**src/rtl/gpio_pad_ctrl.sv**
```systemverilog
module gpio_pad_ctrl #(
  parameter int NGROUPS = 2,
  parameter logic [4*NGROUPS-1:0] GROUP_PADS = 8'h58
) (
  input  logic                  clk,
  input  logic                  rst_n,
  input  logic [15:0]           bus_addr,
  input  logic                  bus_wr,
  input  logic [31:0]           bus_wdata,
  output logic [31:0]           bus_rdata,
  input  logic [NGROUPS*15-1:0] pad_in,
  output logic [NGROUPS*15-1:0] pad_out,
  output logic                  irq
);
  localparam int NSLOT = NGROUPS * 15;
  localparam int NLINES = 16;
  localparam logic [15:0] PAD_BASE = 16'h4400;
  localparam logic [15:0] STAT_ADDR = 16'h0300;
  localparam logic [15:0] MASK_ADDR = 16'h0380;

  logic [15:0] off;
  logic in_pad, wsel;
  logic [5:0] grp;
  logic [3:0] idx;
  logic [NLINES-1:0] irq_stat, irq_mask, hit;
  logic [NLINES-1:0] line_hit [NSLOT];
  logic [31:0] slot_rd [NSLOT];
  logic [NSLOT-1:0] sel;

  assign off = bus_addr - PAD_BASE;
  assign in_pad = (bus_addr >= PAD_BASE) && (off[9:7] == 3'd0) && (off[1:0] == 2'd0);
  assign grp = off[15:10];
  assign idx = off[6:3];
  assign wsel = off[2];

  for (genvar g = 0; g < NGROUPS; g++) begin : g_grp
    for (genvar i = 0; i < 15; i++) begin : g_pos
      localparam int S = g * 15 + i;
      if (i < int'(GROUP_PADS[g*4 +: 4])) begin : g_pad
        logic tx, inv, s1, s2, qd, q, ev;
        logic [3:0] ln;
        logic [2:0] md;
        assign sel[S] = in_pad && (grp == 6'(g)) && (idx == 4'(i));
        always_ff @(posedge clk or negedge rst_n) begin
          if (!rst_n) begin
            tx <= 1'b0; inv <= 1'b0; ln <= '0; md <= '0;
            s1 <= 1'b0; s2 <= 1'b0; qd <= 1'b0;
          end else begin
            s1 <= pad_in[S];
            s2 <= s1;
            qd <= q;
            if (bus_wr && sel[S]) begin
              if (wsel) begin
                md  <= bus_wdata[2:0];
                inv <= bus_wdata[6];
              end else begin
                tx <= bus_wdata[1];
                ln <= bus_wdata[31:28];
              end
            end
          end
        end
        assign q = s2 ^ inv;
        assign ev = (md == 3'd1 && !q && qd) || (md == 3'd2 && q && !qd) ||
                    (md == 3'd3 && (q != qd)) || (md == 3'd4 && q);
        assign line_hit[S] = ev ? (NLINES'(1) << ln) : '0;
        assign slot_rd[S] = wsel ? {25'd0, inv, 3'd0, md} : {ln, 26'd0, tx, s2};
        assign pad_out[S] = tx;
      end else begin : g_none
        assign sel[S] = 1'b0;
        assign line_hit[S] = '0;
        assign slot_rd[S] = '0;
        assign pad_out[S] = 1'b0;
      end
    end
  end

  always_comb begin
    hit = '0;
    for (int s = 0; s < NSLOT; s++) hit = hit | line_hit[s];
  end

  always_ff @(posedge clk or negedge rst_n) begin
    if (!rst_n) begin
      irq_stat <= '0;
      irq_mask <= '0;
    end else begin
      irq_stat <= (irq_stat & ~((bus_wr && bus_addr == STAT_ADDR) ? bus_wdata[15:0] : '0)) | hit;
      if (bus_wr && bus_addr == MASK_ADDR) irq_mask <= bus_wdata[15:0];
    end
  end

  always_comb begin
    bus_rdata = '0;
    if (bus_addr == STAT_ADDR) bus_rdata = {16'd0, irq_stat};
    if (bus_addr == MASK_ADDR) bus_rdata = {16'd0, irq_mask};
    for (int s = 0; s < NSLOT; s++)
      if (sel[s]) bus_rdata = slot_rd[s];
  end

  assign irq = |(irq_stat & irq_mask);
endmodule

```
**config.mk**
```make
export PLATFORM = sky130hd
export DESIGN_NAME = gpio_pad_ctrl
export DESIGN_NICKNAME = d
export VERILOG_FILES = /design/src/rtl/gpio_pad_ctrl.sv
export SDC_FILE = /design/constraint.sdc
export NUM_CORES = 1
export LEC_CHECK = 0
export BUFFER_PORTS_ARGS = -buffer_cell sky130_fd_sc_hd__buf_2
export CAP_MARGIN = 10
export CORE_ASPECT_RATIO = 1.4
export CORE_MARGIN = 3
export CORE_UTILIZATION = 50
export DETAILED_ROUTE_END_ITERATION = 7
export GPL_TIMING_DRIVEN = 0
export MAX_ROUTING_LAYER = met4
export PLACE_DENSITY = 0.7
export SYNTH_ARGS = -nofsm -noshare
export SYNTH_HDL_FRONTEND = slang
export SYNTH_SLANG_ARGS = --single-unit
```
**constraint.sdc**
```tcl
create_clock -name clk -period 2.55 [get_ports clk]
set_input_delay 0.1275 -clock clk [delete_from_list [all_inputs] [get_ports clk]]
set_output_delay 0.1275 -clock clk [all_outputs]
set_load 0.01 [all_outputs]
```
* Word level (Yosys, flattened, before mapping) *
Cells that the tools add are included.

word-level totals
  register bits = 188
  bits of input ports = 81
  output and inout bits = 63
  word-level logic and storage cells = 461

operators by class
  add/sub/neg operators = 1
  magnitude comparators = 1
  equality and inequality tests = 75
  shift operators = 13
  muxes and demuxes = 42
  bitwise operators = 30
  reduce and logical (&&, ||, !) cells = 206

operator list
  operator                count
  $mux 32                 27
  $mux 16                 15
  $or 16x16->16           13
  $shl 1x4->16 const A    13
  $logic_and 1x1->1       110
  $eq 3x2->1 const B      26
  $reduce_and 2->1        26
  $eq 3x1->1 const B      13
  $eq 3x3->1 const B      13
  $logic_or 1x1->1        39
  $and 16x16->16          2
  $eq 16x10->1 const B    2
  $logic_not 1->1         26
  $eq 4x3->1 const B      4
  $ge 16x15->1 const B    1
  $not 16->16             1
  $reduce_or 16->1        1
  $sub 16x15->16 const B  1
  $ne 1x1->1              13
  $xor 1x1->1             13
  $eq 4x2->1 const B      2
  $eq 6x1->1 const B      1
  $logic_not 6->1         1
  $eq 4x1->1 const B      1
  4 further kinds         4

* Depth between registers and ports, before layout *
  depth in word-level cells = 21
  gate-level depth with buffers = 9
  mapped depth without buffers = 6

* Least setup slack after synthesis *
No wires, ideal clock.

  path type = register to register
  from = register g_grp[1].g_pos[0].g_pad.inv
  to = register irq_stat[1]
  library setup time = 0.139 ns
  arrival time = 1.814 ns
  required time = 2.411 ns
  path slack = 0.598 ns
  cell stages (with the launch flop) = 7
  buffers on the path = 0
  clock period less this slack = 1.952 ns
  cells stage by stage = dfrtp_1 > xor2_1 > a31oi_1 > nor2_1 > a32o_1 > nand2b_1 > or4_1

between the ends
  longest elaborated chain between the ends = 14
  elaborated cells between the ends (all ways) = 19
  classes of those cells = eq/ne (1); mux (1); bitwise (7); reduce/logical (10)

ends and longest elaborated chain
  item                             line  text
  start: declaration               40    logic tx, inv, s1, s2, qd, q, ev;
  start signal: assignment         55    inv <= bus_wdata[6];
  $xor 1x1->1 *                    63    assign q = s2 ^ inv;
  net g_grp[1].g_pos[0].g_pad.q    40
  $logic_not 1->1                  64    assign ev = (md == 3'd1 && !q && qd) || (md == 3'd2 && q && !qd) ||
  $logic_and 1x1->1 (2 in series)  64
  $logic_or 1x1->1 (2 in series)   64
  $logic_or 1x1->1 *               65    (md == 3'd3 && (q != qd)) || (md == 3'd4 && q);
  $mux 16 *                        66    assign line_hit[S] = ev ? (NLINES'(1) << ln) : '0;
  $or 16x16->16 * (5 in series)    80    for (int s = 0; s < NSLOT; s++) hit = hit | line_hit[s];
  $or 16x16->16 *                  88    irq_stat <= (irq_stat & ~((bus_wr && bus_addr == STAT_ADDR) ? bus_wdata[15:0] : '0)) | hit;
  end signal: assignment           88
  end: declaration                 25    logic [NLINES-1:0] irq_stat, irq_mask, hit;

Mark *: on every way through the listed nets, which the timed path passes. The rest lies on a longest branch.
A chain may end at the register's enable or synchronous reset.

* Final worst setup path *
  from = register g_grp[0].g_pos[2].g_pad.inv
  to = output bus_rdata[6]

between the ends
  longest elaborated chain between the ends = 12

ends and longest elaborated chain
  item                      line  text
  start: declaration        40
  start signal: assignment  55
  $mux 32                   67    assign slot_rd[S] = wsel ? {25'd0, inv, 3'd0, md} : {ln, 26'd0, tx, s2};
  $mux 32 (11 in series)    98    if (sel[s]) bus_rdata = slot_rd[s];
  end: declaration          10    output logic [31:0] bus_rdata,

No other way between the ends.

==> qor.yml <==
run_status:
  status: "finished, violations left"
  violations: "negative setup slack"
logic_synthesis:
  synth_edf_count: 0
  synth_most_common_cell: "dfrtp_1"
  postSynthCellCount: 1173
  yosys.area_share.simple_pct: 22.6
  netlist-cell-type-count: 78
  synth_mux_area_share_pct: 16.1
  synthTopCellsByCount: "dfrtp_1 (188), mux2_2 (127), nand2_1 (95)"
  synth_top_area_share_pct: 40.6
  syn_area_per_cell_um2: 9.87
  synth_compound_area_share_pct: 13.8
  synth_area_um2: 11600
  yosysSeqAreaShare_pct: 40.6
  synth.largest_area_cell: "dfrtp_1"
  synth_xor_area_share_pct: 1.06
  async_flop_share_pct: 100
  synth-seq-cells: 188
  synth_area_leaders: "dfrtp_1 (41%), mux2_2 (12%), mux2i_1 (3.5%)"
  synth_adder_area_share_pct: 0
  synth_ff_type: "dfrtp_1"
  synth_top_family_by_area: "simple AND/OR/NAND/NOR gates"
  ys_warn_count: 0
pwr:
  power_density_nw_per_um2: 460
  leakage_nw: 6.01
  p_int_w: 0.00452
  pwr-share-clk_pct: 43.2
  p_comb_share_pct: 8.8
  power_switching_w: 0.00180
  p_sw_share_pct: 28.5
  peakVddDrop_mv: 0.514
  seq_power_share_pct: 48.0
timing:
  slew_headroom_pct: 29.3
  skew_ns: 0.0140
  setup_viol: 3
  rsz0062_at_grt: "true"
  fin_crit_sh_pct: 104
  slew_violations: 0
  hold_viol_final: 0
  layout_setup_ws_ns: -0.101
  tightest_slew_ns: 1.05
  fmax_mhz: 377
  hold_slack_ns: 0.168
  fin_crit_ns: 2.65
detailed_routing:
  via_per_inst: 6.92
  antenna_left: 0
  dr.pass1.iters: 6
  drcViolationCount: 0
  vias: 11500
  postRouteWirelength_um: 53100
  routedWlPerCell_um: 32.1
  drtIter0Drc: 1632
global_routing:
  grt.total_usage_pct: 43.6
  grt.busiest_layer: "met2"
  antenna_found_initial: 2
  grt_pass1_vias: 11300
  overflow: 0
  use_met2_pct: 68.7
  globalRouteMet3Util_pct: 8.60
  grt_pass1_wl_um: 75600
  grtUsageMet1_pct: 45.3
  grt_max_degree: 102
placed_design:
  dp_slack_ns: -0.542
  place_inst: 1590
  place.gp.congestion: 1.06
  dp_hpwl_um: 40100
  io_buffers: 82
job:
  cap_viol_max_count: 0
finish:
  multiInputGateArea_um2: 6550
  final_util_pct: 60.5
  fin_nets: 1422
  seq_area_um2: 4710
  fin_cells: 1656
  num-fill-cells: 1795
  syn_to_final_growth_pct: 18.6
  drive_above_1_share_pct: 29.1
clock_tree:
  h-tree-depth: 4
  cts_tree: "done"
  cts_buffer_depth: 2
  clk_latency_ns: 0.45
  cts_root_buf: "clkbuf_16"
  cts_sinks: 188
  clk_pin_slew_worst_paths_ns: 0.08
  cts-buffers-inserted: 17
worst_setup_path:
  cp_slowest_stage_delay_ns: 0.53
  path_buf_inv: 1
  cp_top_family: "compound AO/OA/AOI/OAI gates"
  slowest_stage: "a222oi_1"
  start_kind: "flip-flop"
  crit_path_end_kind: "output pin"
  arrival_ns: 2.52
  crit_fanout: 2
  critPathKind: "reg2out"
  worstPathCellList: "mux2_2, a222oi_1, nor3b_1, a311oi_1, o211ai_1, o221a_2, buf_6"
  crit_required_ns: 2.42
floorplanning:
  boundaryPins: 144
  core_um2: 22700
  dieArea_um2: 25000
  placementRows: 65
  die_w_um: 135
  die_h_um: 186
  start_util_pct: 51.0
hold_path:
  hold_path.class: "in2reg"
==> metrics by stage <==
step | TNS, ns | instance area [µm²] | total power [W]
after floorplan | 0 | 11700 | 0.00332
after global placement | -298.69 | 12500 | 0.00355
after detailed placement | -3.60 | 12600 | 0.00357
after CTS | -0.0589 | 13600 | 0.00627
after global routing | -0.196 | 13700 | 0.00646
final | -0.150 | 13700 | 0.00632
==> power groups by stage <==
stage          clock network (W)  logic [W]  registers [W]
6_report                 0.00273   0.000559        0.00303
3_3_place_gp                   0   0.000463        0.00309
4_1_cts                  0.00271   0.000527        0.00303
3_5_place_dp                   0   0.000481        0.00309
5_1_grt                  0.00284   0.000586        0.00304
2_1_floorplan                  0   0.000241        0.00308
==> layout by cell type, fill, tap and decap left out, drive strengths merged, types with 13 or more instances in the layout <==
master,count
nand4,35
mux2,127
conb,29
nor4b,13
nor2,73
dfrtp,188
nand2b,19
o21ai,32
inv,30
dlygate4sd3,30
buf,156
a21oi,29
nor4,17
or3,14
mux2i,41
nand3,54
nor2b,35
and3,16
clkbuf,54
nor3b,17
a32oi,22
a31oi,13
a22oi,24
nor3,18
nand2,98
==> kinds of logic (layout without fill, tap and decap cells) <==
kind of cell / count (synthesis) / in the layout
xor+xnor: 14 / 14
compound gates: 217 / 217
other cells: 1 / 30
simple gates: 459 / 459
mux: 169 / 169
buf+inv: 125 / 278
flops: 188 / 188
==> metal layers <==
layer,share of wire [%],routed length [µm]
met2,47,24700
met3,8.6,4560
met5,0,0
met1,33,17300
met4,12,6490
==> what timing repair did <==
action / CTS / global route
pin swaps: 5 / 9
endpoints found under the hold margin: 124 / 0
hold buffers: 30 / 0
buffers inserted: 3 / 2
gates resized for setup: 31 / 35
setup endpoints to repair: 16 / 20
gates cloned: 0 / 0
==> worst paths after layout <==
check                                                                from                                      end  slack (ns)  depth (start not counted)
max in group asynchronous                                           rst_n  g_grp[1].g_pos[3].g_pad.inv$_DFFE_PN0P_        1.28                          3
worst min-delay path                                         bus_wdata[1]   g_grp[1].g_pos[4].g_pad.tx$_DFFE_PN0P_        0.17                          2
min in group asynchronous                                           rst_n                    irq_stat[3]$_DFF_PN0_        0.28                          2
worst min register to register       g_grp[1].g_pos[2].g_pad.s1$_DFF_PN0_     g_grp[1].g_pos[2].g_pad.s2$_DFF_PN0_        0.35                          0
worst max register to register  g_grp[0].g_pos[4].g_pad.md[2]$_DFFE_PN0P_                    irq_stat[0]$_DFF_PN0_       -0.04                          6
worst max-delay path              g_grp[0].g_pos[2].g_pad.inv$_DFFE_PN0P_                             bus_rdata[6]       -0.10                          7
==> state kept, by name, indices dropped and copies added, names as in the netlist <==
register and cells:
g_grp.g_pos.g_pad.inv 13, g_grp.g_pos.g_pad.ln 52, g_grp.g_pos.g_pad.md 39, g_grp.g_pos.g_pad.qd 13, g_grp.g_pos.g_pad.s1 13, g_grp.g_pos.g_pad.s2 13, g_grp.g_pos.g_pad.tx 13, irq_mask 16
irq_stat 16
==> area by class of cell <==
type | count | share of cell area (%)
Multi-Input combinational cell | 888 | 47.7
Sequential cell | 188 | 34.3
Timing Repair Buffer | 123 | 5.97
Buffer | 99 | 4.28
Clock buffer | 18 | 3.13
Tap cell | 301 | 2.74
Clock inverter | 14 | 1.23
Inverter | 24 | 0.656
Antenna cell | 1 | 0.0182
==> worst register-to-register path: stages (launching register included) <==
cell and delay [ns]:
dfrtp_1 0.42, or3b_2 0.47, o311a_1 0.22, nor4b_1 0.84, a21oi_1 0.30, nand3_1 0.18
or3_1 0.11
(Power assumes the default switching activity.)
